$ cat config.mk
export PLATFORM = sky130hd
export DESIGN_NAME = dmach_cycle_ctrl
export DESIGN_NICKNAME = d
export VERILOG_FILES = /design/src/rtl/dmach_pkg.sv /design/src/rtl/dmach_desc_store.sv /design/src/rtl/dmach_addr_gen.sv /design/src/rtl/dmach_seq.sv /design/src/rtl/dmach_cycle_ctrl.sv
export SDC_FILE = /design/constraint.sdc
export NUM_CORES = 1
export LEC_CHECK = 0
export BUFFER_PORTS_ARGS = -buffer_cell sky130_fd_sc_hd__buf_2
export CAP_MARGIN = 20
export CORE_AREA = 10 10 212 154
export CTS_CLUSTER_SIZE = 16
export DETAILED_ROUTE_END_ITERATION = 10
export DIE_AREA = 0 0 222 164
export PLACE_DENSITY = 0.62
export RECOVER_POWER = 50
export SYNTH_ARGS = -nofsm -noshare
export SYNTH_HDL_FRONTEND = slang
export SYNTH_SLANG_ARGS = --single-unit
$ cat constraint.sdc
create_clock -name clk -period 8.3 [get_ports clk]
set_input_delay 1.245 -clock clk [delete_from_list [all_inputs] [get_ports clk]]
set_output_delay 1.245 -clock clk [all_outputs]
set_load 0.01 [all_outputs]
$ cat src/rtl/dmach_pkg.sv
`timescale 1ns/1ps
package dmach_pkg;
   typedef enum logic [2:0] {
      CM_STOP     = 3'b000,
      CM_BASIC    = 3'b001,
      CM_AUTO     = 3'b010,
      CM_PINGPONG = 3'b011,
      CM_MSG_PRI  = 3'b100,
      CM_MSG_ALT  = 3'b101,
      CM_PSG_PRI  = 3'b110,
      CM_PSG_ALT  = 3'b111
   } cyc_mode_e;

   // modes that insert their own requests after the first one
   function automatic logic mode_self_runs(logic [2:0] m);
      return (m == CM_AUTO) || (m == CM_MSG_PRI) || (m == CM_MSG_ALT);
   endfunction

   // modes that hand over to the other word on completion
   function automatic logic mode_swaps(logic [2:0] m);
      return m[2] || (m == CM_PINGPONG);
   endfunction
endpackage

$ cat src/rtl/dmach_desc_store.sv
`timescale 1ns/1ps
module dmach_desc_store #(
   parameter int CNT_W  = 10,
   parameter int ADDR_W = 16,
   parameter int RP_W   = 4
) (
   input  logic              clk,
   input  logic              rst_n,
   input  logic              host_we,
   input  logic              host_alt,
   input  logic [2:0]        host_mode,
   input  logic              host_nb,
   input  logic [RP_W-1:0]   host_rpow,
   input  logic [CNT_W-1:0]  host_rem,
   input  logic [ADDR_W-1:0] host_src,
   input  logic [ADDR_W-1:0] host_dst,
   input  logic              ctl_we,
   input  logic              ctl_alt,
   input  logic [2:0]        ctl_mode,
   input  logic [CNT_W-1:0]  ctl_rem,
   input  logic              rd_alt,
   output logic [2:0]        rd_mode,
   output logic              rd_nb,
   output logic [RP_W-1:0]   rd_rpow,
   output logic [CNT_W-1:0]  rd_rem,
   output logic [ADDR_W-1:0] rd_src,
   output logic [ADDR_W-1:0] rd_dst,
   output logic [2:0]        oth_mode
);
   localparam int N_WORDS = 2;

   for (genvar g = 0; g < N_WORDS; g++) begin : g_word
      logic [2:0]        mode_q;
      logic              nb_q;
      logic [RP_W-1:0]   rpow_q;
      logic [CNT_W-1:0]  rem_q;
      logic [ADDR_W-1:0] src_q;
      logic [ADDR_W-1:0] dst_q;
      logic              host_hit;
      logic              ctl_hit;

      assign host_hit = host_we && (host_alt == 1'(g));
      assign ctl_hit  = ctl_we && (ctl_alt == 1'(g));

      // host writes take priority over controller write-back
      always_ff @(posedge clk or negedge rst_n) begin
         if (!rst_n) begin
            mode_q <= '0;
            nb_q   <= 1'b0;
            rpow_q <= '0;
            rem_q  <= '0;
            src_q  <= '0;
            dst_q  <= '0;
         end else if (host_hit) begin
            mode_q <= host_mode;
            nb_q   <= host_nb;
            rpow_q <= host_rpow;
            rem_q  <= host_rem;
            src_q  <= host_src;
            dst_q  <= host_dst;
         end else if (ctl_hit) begin
            mode_q <= ctl_mode;
            rem_q  <= ctl_rem;
         end
      end
   end

   assign rd_mode  = rd_alt ? g_word[1].mode_q : g_word[0].mode_q;
   assign rd_nb    = rd_alt ? g_word[1].nb_q   : g_word[0].nb_q;
   assign rd_rpow  = rd_alt ? g_word[1].rpow_q : g_word[0].rpow_q;
   assign rd_rem   = rd_alt ? g_word[1].rem_q  : g_word[0].rem_q;
   assign rd_src   = rd_alt ? g_word[1].src_q  : g_word[0].src_q;
   assign rd_dst   = rd_alt ? g_word[1].dst_q  : g_word[0].dst_q;
   assign oth_mode = rd_alt ? g_word[0].mode_q : g_word[1].mode_q;
endmodule

$ cat src/rtl/dmach_addr_gen.sv
`timescale 1ns/1ps
module dmach_addr_gen #(
   parameter int ADDR_W = 16,
   parameter int CNT_W  = 10
) (
   input  logic [ADDR_W-1:0] end_ptr,
   input  logic [CNT_W-1:0]  remain,
   output logic [ADDR_W-1:0] addr
);
   assign addr = end_ptr - ADDR_W'(remain);
endmodule

$ cat src/rtl/dmach_seq.sv
`timescale 1ns/1ps
module dmach_seq
   import dmach_pkg::*;
#(
   parameter int CNT_W  = 10,
   parameter int ADDR_W = 16,
   parameter int RP_W   = 4
) (
   input  logic              clk,
   input  logic              rst_n,
   input  logic              req_single,
   input  logic              req_burst,
   input  logic [2:0]        rd_mode,
   input  logic              rd_nb,
   input  logic [RP_W-1:0]   rd_rpow,
   input  logic [CNT_W-1:0]  rd_rem,
   input  logic [ADDR_W-1:0] rd_src,
   input  logic [ADDR_W-1:0] rd_dst,
   input  logic [2:0]        oth_mode,
   output logic              sel_alt,
   output logic              ctl_we,
   output logic [2:0]        ctl_mode,
   output logic [CNT_W-1:0]  ctl_rem,
   output logic              busy,
   output logic              done,
   output logic              lock_q,
   output logic              auto_q,
   output logic [RP_W-1:0]   w_rpow,
   output logic [CNT_W-1:0]  w_rem,
   output logic [ADDR_W-1:0] w_src,
   output logic [ADDR_W-1:0] w_dst
);
   logic [2:0]       w_mode;
   logic             w_nb;
   logic [CNT_W-1:0] bcnt;
   logic             lst_xfer, brst_end, req_ok, start, short_tail;

   always_comb begin
      lst_xfer   = busy && (w_rem == '0);
      brst_end   = busy && !lst_xfer && ((64'(bcnt) + 64'd1) == (64'd1 << w_rpow));
      req_ok     = req_burst || (req_single && !(sel_alt && lock_q));
      start      = !busy && (rd_mode != CM_STOP) && (auto_q || req_ok);
      short_tail = (64'(rd_rem) + 64'd1) < (64'd1 << rd_rpow);
      ctl_we     = lst_xfer || brst_end;
      ctl_mode   = lst_xfer ? 3'(CM_STOP) : w_mode;
      ctl_rem    = lst_xfer ? '0 : w_rem - 1'b1;
   end

   always_ff @(posedge clk or negedge rst_n) begin
      if (!rst_n) begin
         busy    <= 1'b0;
         done    <= 1'b0;
         sel_alt <= 1'b0;
         lock_q  <= 1'b0;
         auto_q  <= 1'b0;
         w_mode  <= '0;
         w_nb    <= 1'b0;
         w_rpow  <= '0;
         w_rem   <= '0;
         w_src   <= '0;
         w_dst   <= '0;
         bcnt    <= '0;
      end else begin
         done <= lst_xfer;
         if (start) begin
            busy   <= 1'b1;
            w_mode <= rd_mode;
            w_nb   <= rd_nb;
            w_rpow <= rd_rpow;
            w_rem  <= rd_rem;
            w_src  <= rd_src;
            w_dst  <= rd_dst;
            bcnt   <= '0;
            auto_q <= mode_self_runs(rd_mode);
            if (sel_alt && (rd_mode == CM_PSG_ALT) && short_tail)
               lock_q <= 1'b0;
         end else if (!busy && (rd_mode == CM_STOP)) begin
            auto_q <= 1'b0;
         end else if (lst_xfer) begin
            busy <= 1'b0;
            if (sel_alt && (w_mode == CM_PSG_ALT) && w_nb)
               lock_q <= 1'b1;
            if (mode_swaps(w_mode)) begin
               sel_alt <= ~sel_alt;
               auto_q  <= mode_self_runs(oth_mode);
            end else begin
               auto_q <= 1'b0;
            end
         end else if (brst_end) begin
            busy  <= 1'b0;
            w_rem <= w_rem - 1'b1;
         end else if (busy) begin
            w_rem <= w_rem - 1'b1;
            bcnt  <= bcnt + 1'b1;
         end
      end
   end
endmodule

$ cat src/rtl/dmach_cycle_ctrl.sv
`timescale 1ns/1ps
module dmach_cycle_ctrl
   import dmach_pkg::*;
#(
   parameter int CNT_W  = 10,
   parameter int ADDR_W = 16,
   parameter int RP_W   = 4
) (
   input  logic              clk,
   input  logic              rst_n,
   input  logic              req_single,
   input  logic              req_burst,
   input  logic              host_we,
   input  logic              host_alt,
   input  logic [2:0]        host_mode,
   input  logic              host_next_lock,
   input  logic [RP_W-1:0]   host_rpow,
   input  logic [CNT_W-1:0]  host_remain,
   input  logic [ADDR_W-1:0] host_src_end,
   input  logic [ADDR_W-1:0] host_dst_end,
   output logic              xfer_go,
   output logic [ADDR_W-1:0] xfer_src,
   output logic [ADDR_W-1:0] xfer_dst,
   output logic              done,
   output logic              cur_alt
);
   localparam int N_PTR = 2;

   if (CNT_W < 2 || CNT_W > 32) begin : g_bad_cnt
      $error("CNT_W must lie in 2..32");
   end
   if (ADDR_W < CNT_W) begin : g_bad_addr
      $error("ADDR_W must be at least CNT_W");
   end
   if (RP_W < 1 || RP_W > 6) begin : g_bad_rpow
      $error("RP_W must lie in 1..6");
   end

   logic [2:0]        rd_mode, oth_mode, ctl_mode;
   logic              rd_nb, ctl_we, busy, lock_q, auto_q;
   logic [RP_W-1:0]   rd_rpow, w_rpow;
   logic [CNT_W-1:0]  rd_rem, ctl_rem, w_rem;
   logic [ADDR_W-1:0] rd_src, rd_dst, w_src, w_dst;
   logic [N_PTR-1:0][ADDR_W-1:0] end_ptrs, addrs;

   dmach_desc_store #(.CNT_W(CNT_W), .ADDR_W(ADDR_W), .RP_W(RP_W)) u_store (
      .clk(clk), .rst_n(rst_n),
      .host_we(host_we), .host_alt(host_alt), .host_mode(host_mode),
      .host_nb(host_next_lock), .host_rpow(host_rpow), .host_rem(host_remain),
      .host_src(host_src_end), .host_dst(host_dst_end),
      .ctl_we(ctl_we), .ctl_alt(cur_alt), .ctl_mode(ctl_mode), .ctl_rem(ctl_rem),
      .rd_alt(cur_alt), .rd_mode(rd_mode), .rd_nb(rd_nb), .rd_rpow(rd_rpow),
      .rd_rem(rd_rem), .rd_src(rd_src), .rd_dst(rd_dst), .oth_mode(oth_mode)
   );

   dmach_seq #(.CNT_W(CNT_W), .ADDR_W(ADDR_W), .RP_W(RP_W)) u_seq (
      .clk(clk), .rst_n(rst_n), .req_single(req_single), .req_burst(req_burst),
      .rd_mode(rd_mode), .rd_nb(rd_nb), .rd_rpow(rd_rpow), .rd_rem(rd_rem),
      .rd_src(rd_src), .rd_dst(rd_dst), .oth_mode(oth_mode),
      .sel_alt(cur_alt), .ctl_we(ctl_we), .ctl_mode(ctl_mode), .ctl_rem(ctl_rem),
      .busy(busy), .done(done), .lock_q(lock_q), .auto_q(auto_q),
      .w_rpow(w_rpow), .w_rem(w_rem), .w_src(w_src), .w_dst(w_dst)
   );

   assign end_ptrs = {w_dst, w_src};

   for (genvar g = 0; g < N_PTR; g++) begin : g_addr
      dmach_addr_gen #(.ADDR_W(ADDR_W), .CNT_W(CNT_W)) u_ag (
         .end_ptr(end_ptrs[g]), .remain(w_rem), .addr(addrs[g])
      );
   end

   assign xfer_go  = busy;
   assign xfer_src = addrs[0];
   assign xfer_dst = addrs[1];
endmodule

**After elaboration in Yosys (flattened, before gate mapping)**

Cells that the tools add are included.

- Register bits: 165
- Output and inout port bits: 35
- Bits of input ports: 56

- Shift operators: 2
- Bitwise logic cells: 4
- Magnitude comparators: 1
- Reductions and logical operators: 43
- Mux-type cells: 40
- Add/sub/neg operators: 6
- Equal/unequal tests: 14

Operators by type and width:

| operator | count |
|---|---|
| 2-to-1 mux 10 bit | 16 |
| left shift 1 x 4 -> 64 bit, first input constant | 2 |
| == test 64 bit | 1 |
| < comparator 64 bit | 1 |
| 2-to-1 mux 16 bit | 2 |
| subtractor 16 x 10 -> 16 bit | 2 |
| adder 10 x 1 -> 11 bit, second input constant | 2 |
| 2-to-1 mux 3 bit | 7 |
| == test 3 bit, second input constant | 6 |
| logical AND 1 bit | 16 |
| 2-to-1 mux 1 bit | 14 |
| AND reduction 4 bit | 3 |
| nonzero test 3 bit | 4 |
| adder 10 x 1 -> 10 bit, second input constant | 1 |
| logical NOT 10 bit | 1 |
| nonzero test 2 bit | 5 |
| subtractor 10 x 1 -> 10 bit, second input constant | 1 |
| == test 3 x 2 -> 1 bit, second input constant | 3 |
| logical OR 1 bit | 8 |
| != test 2 bit, second input constant | 3 |
| 2-to-1 mux 4 bit | 1 |
| NOT 1 bit | 4 |
| logical NOT 1 bit | 3 |
| logical NOT 3 bit | 1 |
| 3 further kinds | 3 |

**Depth between registers and ports, before layout**

- Word-level depth: 9
- Gate-level depth with buffers: 16
- Gate-level depth less buffers: 13

**Cells and area by module**

A second synthesis with hierarchy kept.

- Cell total of the unflattened synthesis: 960
- Area, all modules: 9816.9 µm²

By module, submodules not included:

| module | area each (µm²) | cells each | times used | seq. area each (µm²) |
|---|---|---|---|---|
| dmach_desc_store | 4657.0 | 317 | 1 | 2502.4 |
| dmach_seq | 4001.3 | 479 | 1 | 1626.6 |
| dmach_addr_gen | 579.3 | 82 | 2 | 0.0 |

**Least setup slack after synthesis**

Ideal clock, no wire load.

- Path type: register -> output
- From: register u_seq.w_rem[2]
- To: output xfer_dst[10]
- Data arrival time: 2490 ps
- Cell stages (with the launch flop): 11
- Required time: 7055 ps
- Slack: 4565 ps
- Path through: dfrtp_1 > inv_1 > ha_1 > nor2b_1 > o21ai_0 > a21boi_0 > o21ai_0 > a21boi_0 > o21a_1 > or4b_2 > nand3_1

- Word-level cells in the longest chain between the ends: 1

Ends and longest elaborated chain:

| element | line | source |
|---|---|---|
| start, declared | dmach_seq.sv:29 | `output logic [CNT_W-1:0] w_rem,` |
| start signal, assigned | dmach_seq.sv:70 | `w_rem <= rd_rem;` |
| start signal, assigned | dmach_seq.sv:91 | `w_rem <= w_rem - 1'b1;` |
| start signal, assigned | dmach_seq.sv:93 | `w_rem <= w_rem - 1'b1;` |
| subtractor 16 x 10 -> 16 bit | dmach_addr_gen.sv:10 | `assign addr = end_ptr - ADDR_W'(remain);` |
| end, declared | dmach_cycle_ctrl.sv:23 | `output logic [ADDR_W-1:0] xfer_dst,` |

Every way passes these cells.

**Worst setup path in the final report**

- From: register u_seq.sel_alt
- To: register u_seq.lock_q

- Word-level cells in the longest chain between the ends: 8

Ends and longest elaborated chain:

| element | line | source |
|---|---|---|
| start, declared | dmach_seq.sv:20 | `output logic sel_alt,` |
| start signal, assigned | dmach_seq.sv:84 | `sel_alt <= ~sel_alt;` |
| branches (longest 8 deep; another with < comparator 64 bit) | -- |  |
| end signal, assigned | dmach_seq.sv:54 | `lock_q <= 1'b0;` |
| end signal, assigned | dmach_seq.sv:76 | `lock_q <= 1'b0;` |
| end signal, assigned | dmach_seq.sv:82 | `lock_q <= 1'b1;` |
| end, declared | dmach_seq.sv:26 | `output logic lock_q,` |

Several ways; the timed one is not identified.
A chain may end at the register's enable or synchronous reset.

==> results.yml <==
clocking:
  cts.repair.resized: 0
  cts_made_buffers: 17
  htreeDepth: 4
  cts_sinks: 165
  cts-root-buf: "clkbuf_16"
  ctsHoldBuffers: 0
  clk_pin_slew_ps: 70
  cts_tree: "built"
  cts_buffer_depth: 2
  postCtsSetupBuffers: 0
  clk_latency_ps: 440
drt:
  wl_met2_um: 11700
  top_layer: "met5"
  drc_errors: 0
  drtPass1Iterations: 5
  drtIter0Drc: 812
  vias_per_cell: 5.21
  drt.antenna.violating_nets: 0
  wl_um: 27500
  met3_length_um: 1620
  routedWlPerCell_um: 17.0
  vias: 8442
  wl_met1_um: 13900
yosys:
  synth-edff-count: 0
  synth_cell_types: 64
  synth-seq-area-share: 0.419
  yosys.area.top_type_share: 0.419
  yosys.area.top_type: "dfrtp_1"
  synthFlopType: "dfrtp_1"
  syn-cell-area_mm2: 0.00985
  yosys_warnings: 0
  ys_async_sr_fraction: 1.00
  syn_area_per_cell_um2: 8.39
  syn_inst: 1174
  synth_seq_cells: 165
  netlist_top_cells_area: "dfrtp_1 42%, nand2_1 13%, mux2i_1 5.3%"
  syn-num-nets: 1265
placement:
  place_hpwl_um: 18900
  gp_congestion: 0.855
  placed_area_mm2: 0.0106
  port_buffers: 90
floorplanning:
  start_util: 0.346
  coreArea_mm2: 0.0285
  die_h_um: 164
  io-pin-count: 91
  die_width_um: 222
  fp-row-count: 52
  die_area_mm2: 0.0364
pwr:
  p_leak_nw: 5.15
  ir_drop_v: 0.000123
  finalPower_mw: 1.98
  power.density_mw_per_mm2: 177
worst_hold_path:
  hold_path_class: "flip-flop to flip-flop"
sta:
  fin_hold_ws_ps: 475
  min_period_ps: 5930
  slew_viol_final: 241
  fin_worst_skew_ps: 12.2
  setup_viol: 0
  timing.final.crit_share: 0.715
  tightest_slew_ps: 3900
  rsz0062_at_grt: "false"
  hold_violations: 0
  setup_tns_ps: 0
  slew_headroom: -1.60
  timing.fmax_mhz: 169
worst_setup_path:
  critPathKind: "flip-flop to flip-flop"
  crit_family: "buffers and inverters"
  slowest_stage: "clkbuf_1"
  path_cells: "clkbuf_1, mux2i_1, or3_1, xor2_1, ha_1, nor2b_1, o21ai_0, nand2b_1, a21oi_1, nor2b_1, o21ai_0, a31oi_1"
  worstPathMaxFanout: 46
  cp.required_ps: 8610
  critical_path.max_stage_delay_ps: 2330
  reg2reg_slack_ps: 2370
  crit_buf_inv: 1
  cp.arrival_ps: 6250
  startpoint_type: "flip-flop"
  end_kind: "flip-flop"
global_routing:
  grt_pass1_vias: 7969
  antenna_found_initial: 2
  grt_pass1_wl_um: 44300
  track_usage: 0.150
  overflow: 0
  grt_start_max_net_pins: 97
status:
  violations: "max-capacitance violations, max-slew violations"
  status: "finished with violations"
cells_and_area:
  fin_area_mm2: 0.0112
  insertedDiodeCount: 0
  fin_nets: 1319
  drive_above_1_share: 0.132
  syn_to_final_growth_pct: 13.9
flow_run:
  cap_violations: 4
==> where the power goes <==
group / internal (mW) / switching (mW)
logic: 0.0858 / 0.123
registers: 0.864 / 0.0394
clock network: 0.488 / 0.380
total: 1.44 / 0.543
==> sequential cells by signal (all words and copies together) (netlist names) <==
| signal | cells |
|---|---|
| u_seq.w_src | 16 |
| u_seq.busy | 1 |
| u_seq.sel_alt | 1 |
| u_store.g_word.dst_q | 32 |
| u_store.g_word.mode_q | 6 |
| u_seq.w_nb | 1 |
| u_seq.done | 1 |
| u_seq.lock_q | 1 |
| u_seq.w_rpow | 4 |
| u_store.g_word.src_q | 32 |
| u_store.g_word.rpow_q | 8 |
| u_seq.w_dst | 16 |
| u_store.g_word.rem_q | 20 |
| u_seq.auto_q | 1 |
| u_seq.w_rem | 10 |
| u_seq.bcnt | 10 |
| u_seq.w_mode | 3 |
| u_store.g_word.nb_q | 2 |
==> cell families (layout without fill, tap and decap cells) <==
kind of cell / count (synthesis) / count (layout) / share of synthesized area
AND/OR/NAND/NOR: 560 / 560 / 0.250
AO/OA/AOI/OAI: 205 / 205 / 0.133
flip-flops: 165 / 165 / 0.419
buffers and inverters: 103 / 170 / 0.0419
multiplexers: 72 / 72 / 0.0795
adder cells (fa/ha/maj): 35 / 35 / 0.0460
XOR/XNOR: 34 / 34 / 0.0302
==> path summary, 6_finish.rpt <==
kind                                        startpoint                          end  depth (start not counted)
max                                      u_seq.sel_alt                 u_seq.lock_q                         12
min                        u_store.g_word[0].dst_q[10]  u_store.g_word[0].dst_q[10]                          2
max reg2reg                              u_seq.sel_alt                 u_seq.lock_q                         12
min reg2reg                u_store.g_word[0].dst_q[10]  u_store.g_word[0].dst_q[10]                          2
max in group asynchronous                        rst_n       u_store.g_word[0].nb_q                          2
min in group asynchronous                        rst_n  u_store.g_word[0].src_q[11]                          1
==> tightest hold or removal path: cells and delay by family, from the launching register on <==
kind          cells  cell delay (ps)
simple gates      2              100
flops             1              340
==> layer usage <==
layer  vias up  track usage
met3        22       0.0341
met4         2       0.0376
met2       233        0.220
met1      4053        0.218
li1       4132            -
met5         -            0
==> per-stage QoR <==
stage / cells / utilization / setup slack [ps]
final: 1619 / 0.394 / 2370
after detailed placement: 1586 / 0.372 / 4090
after CTS: 1618 / 0.394 / 3590
after global routing: 1619 / 0.394 / 2080
after global placement: 1586 / 0.372 / 4070
after floorplan: 1174 / - / 4560
==> area by class of cell <==
class                   count  area [µm²]
well taps                 378         473
clock inverters            15         206
repair buffers            100         517
multi-input cells         906        5320
inverters                  38         143
flip-flops and latches    165        4130
fillers                  2943       17300
clock buffers              17         425
==> cell usage after synthesis (19+ instances only) <==
cell type / instances
nand2_1: 336
ha_1: 33
o21ai_0: 74
clkbuf_1: 50
inv_1: 35
a21oi_1: 46
nor3_1: 19
mux2i_1: 52
xnor2_1: 22
dfrtp_1: 165
nor2_1: 77
nand3_1: 39
==> layout by cell type, fill, tap and decap left out, types with 4 or more instances in the layout <==
master and count:
a211oi_1 8, a21boi_0 6, a21o_1 10, a21oi_1 46, a221oi_1 4, a311o_1 8, a31oi_1 11, and2_1 5
and3_1 5, and4_1 4, buf_2 86, buf_4 5, clkbuf_1 7, clkbuf_16 17, dfrtp_1 164, ha_1 33
inv_1 35, inv_6 7, mux2_2 9, mux2_4 10, mux2i_1 52, nand2_1 336, nand2b_1 10, nand3_1 39
nand4_1 7, nor2_1 77, nor2b_1 9, nor3_1 19, nor4_1 8, o211ai_1 4, o21a_1 4, o21ai_0 74
o22ai_1 4, o31ai_1 5, or3_1 10, or4_1 8, or4b_2 6, xnor2_1 22, xor2_1 12
No activity file was read; power rests on OpenSTA's default activity.
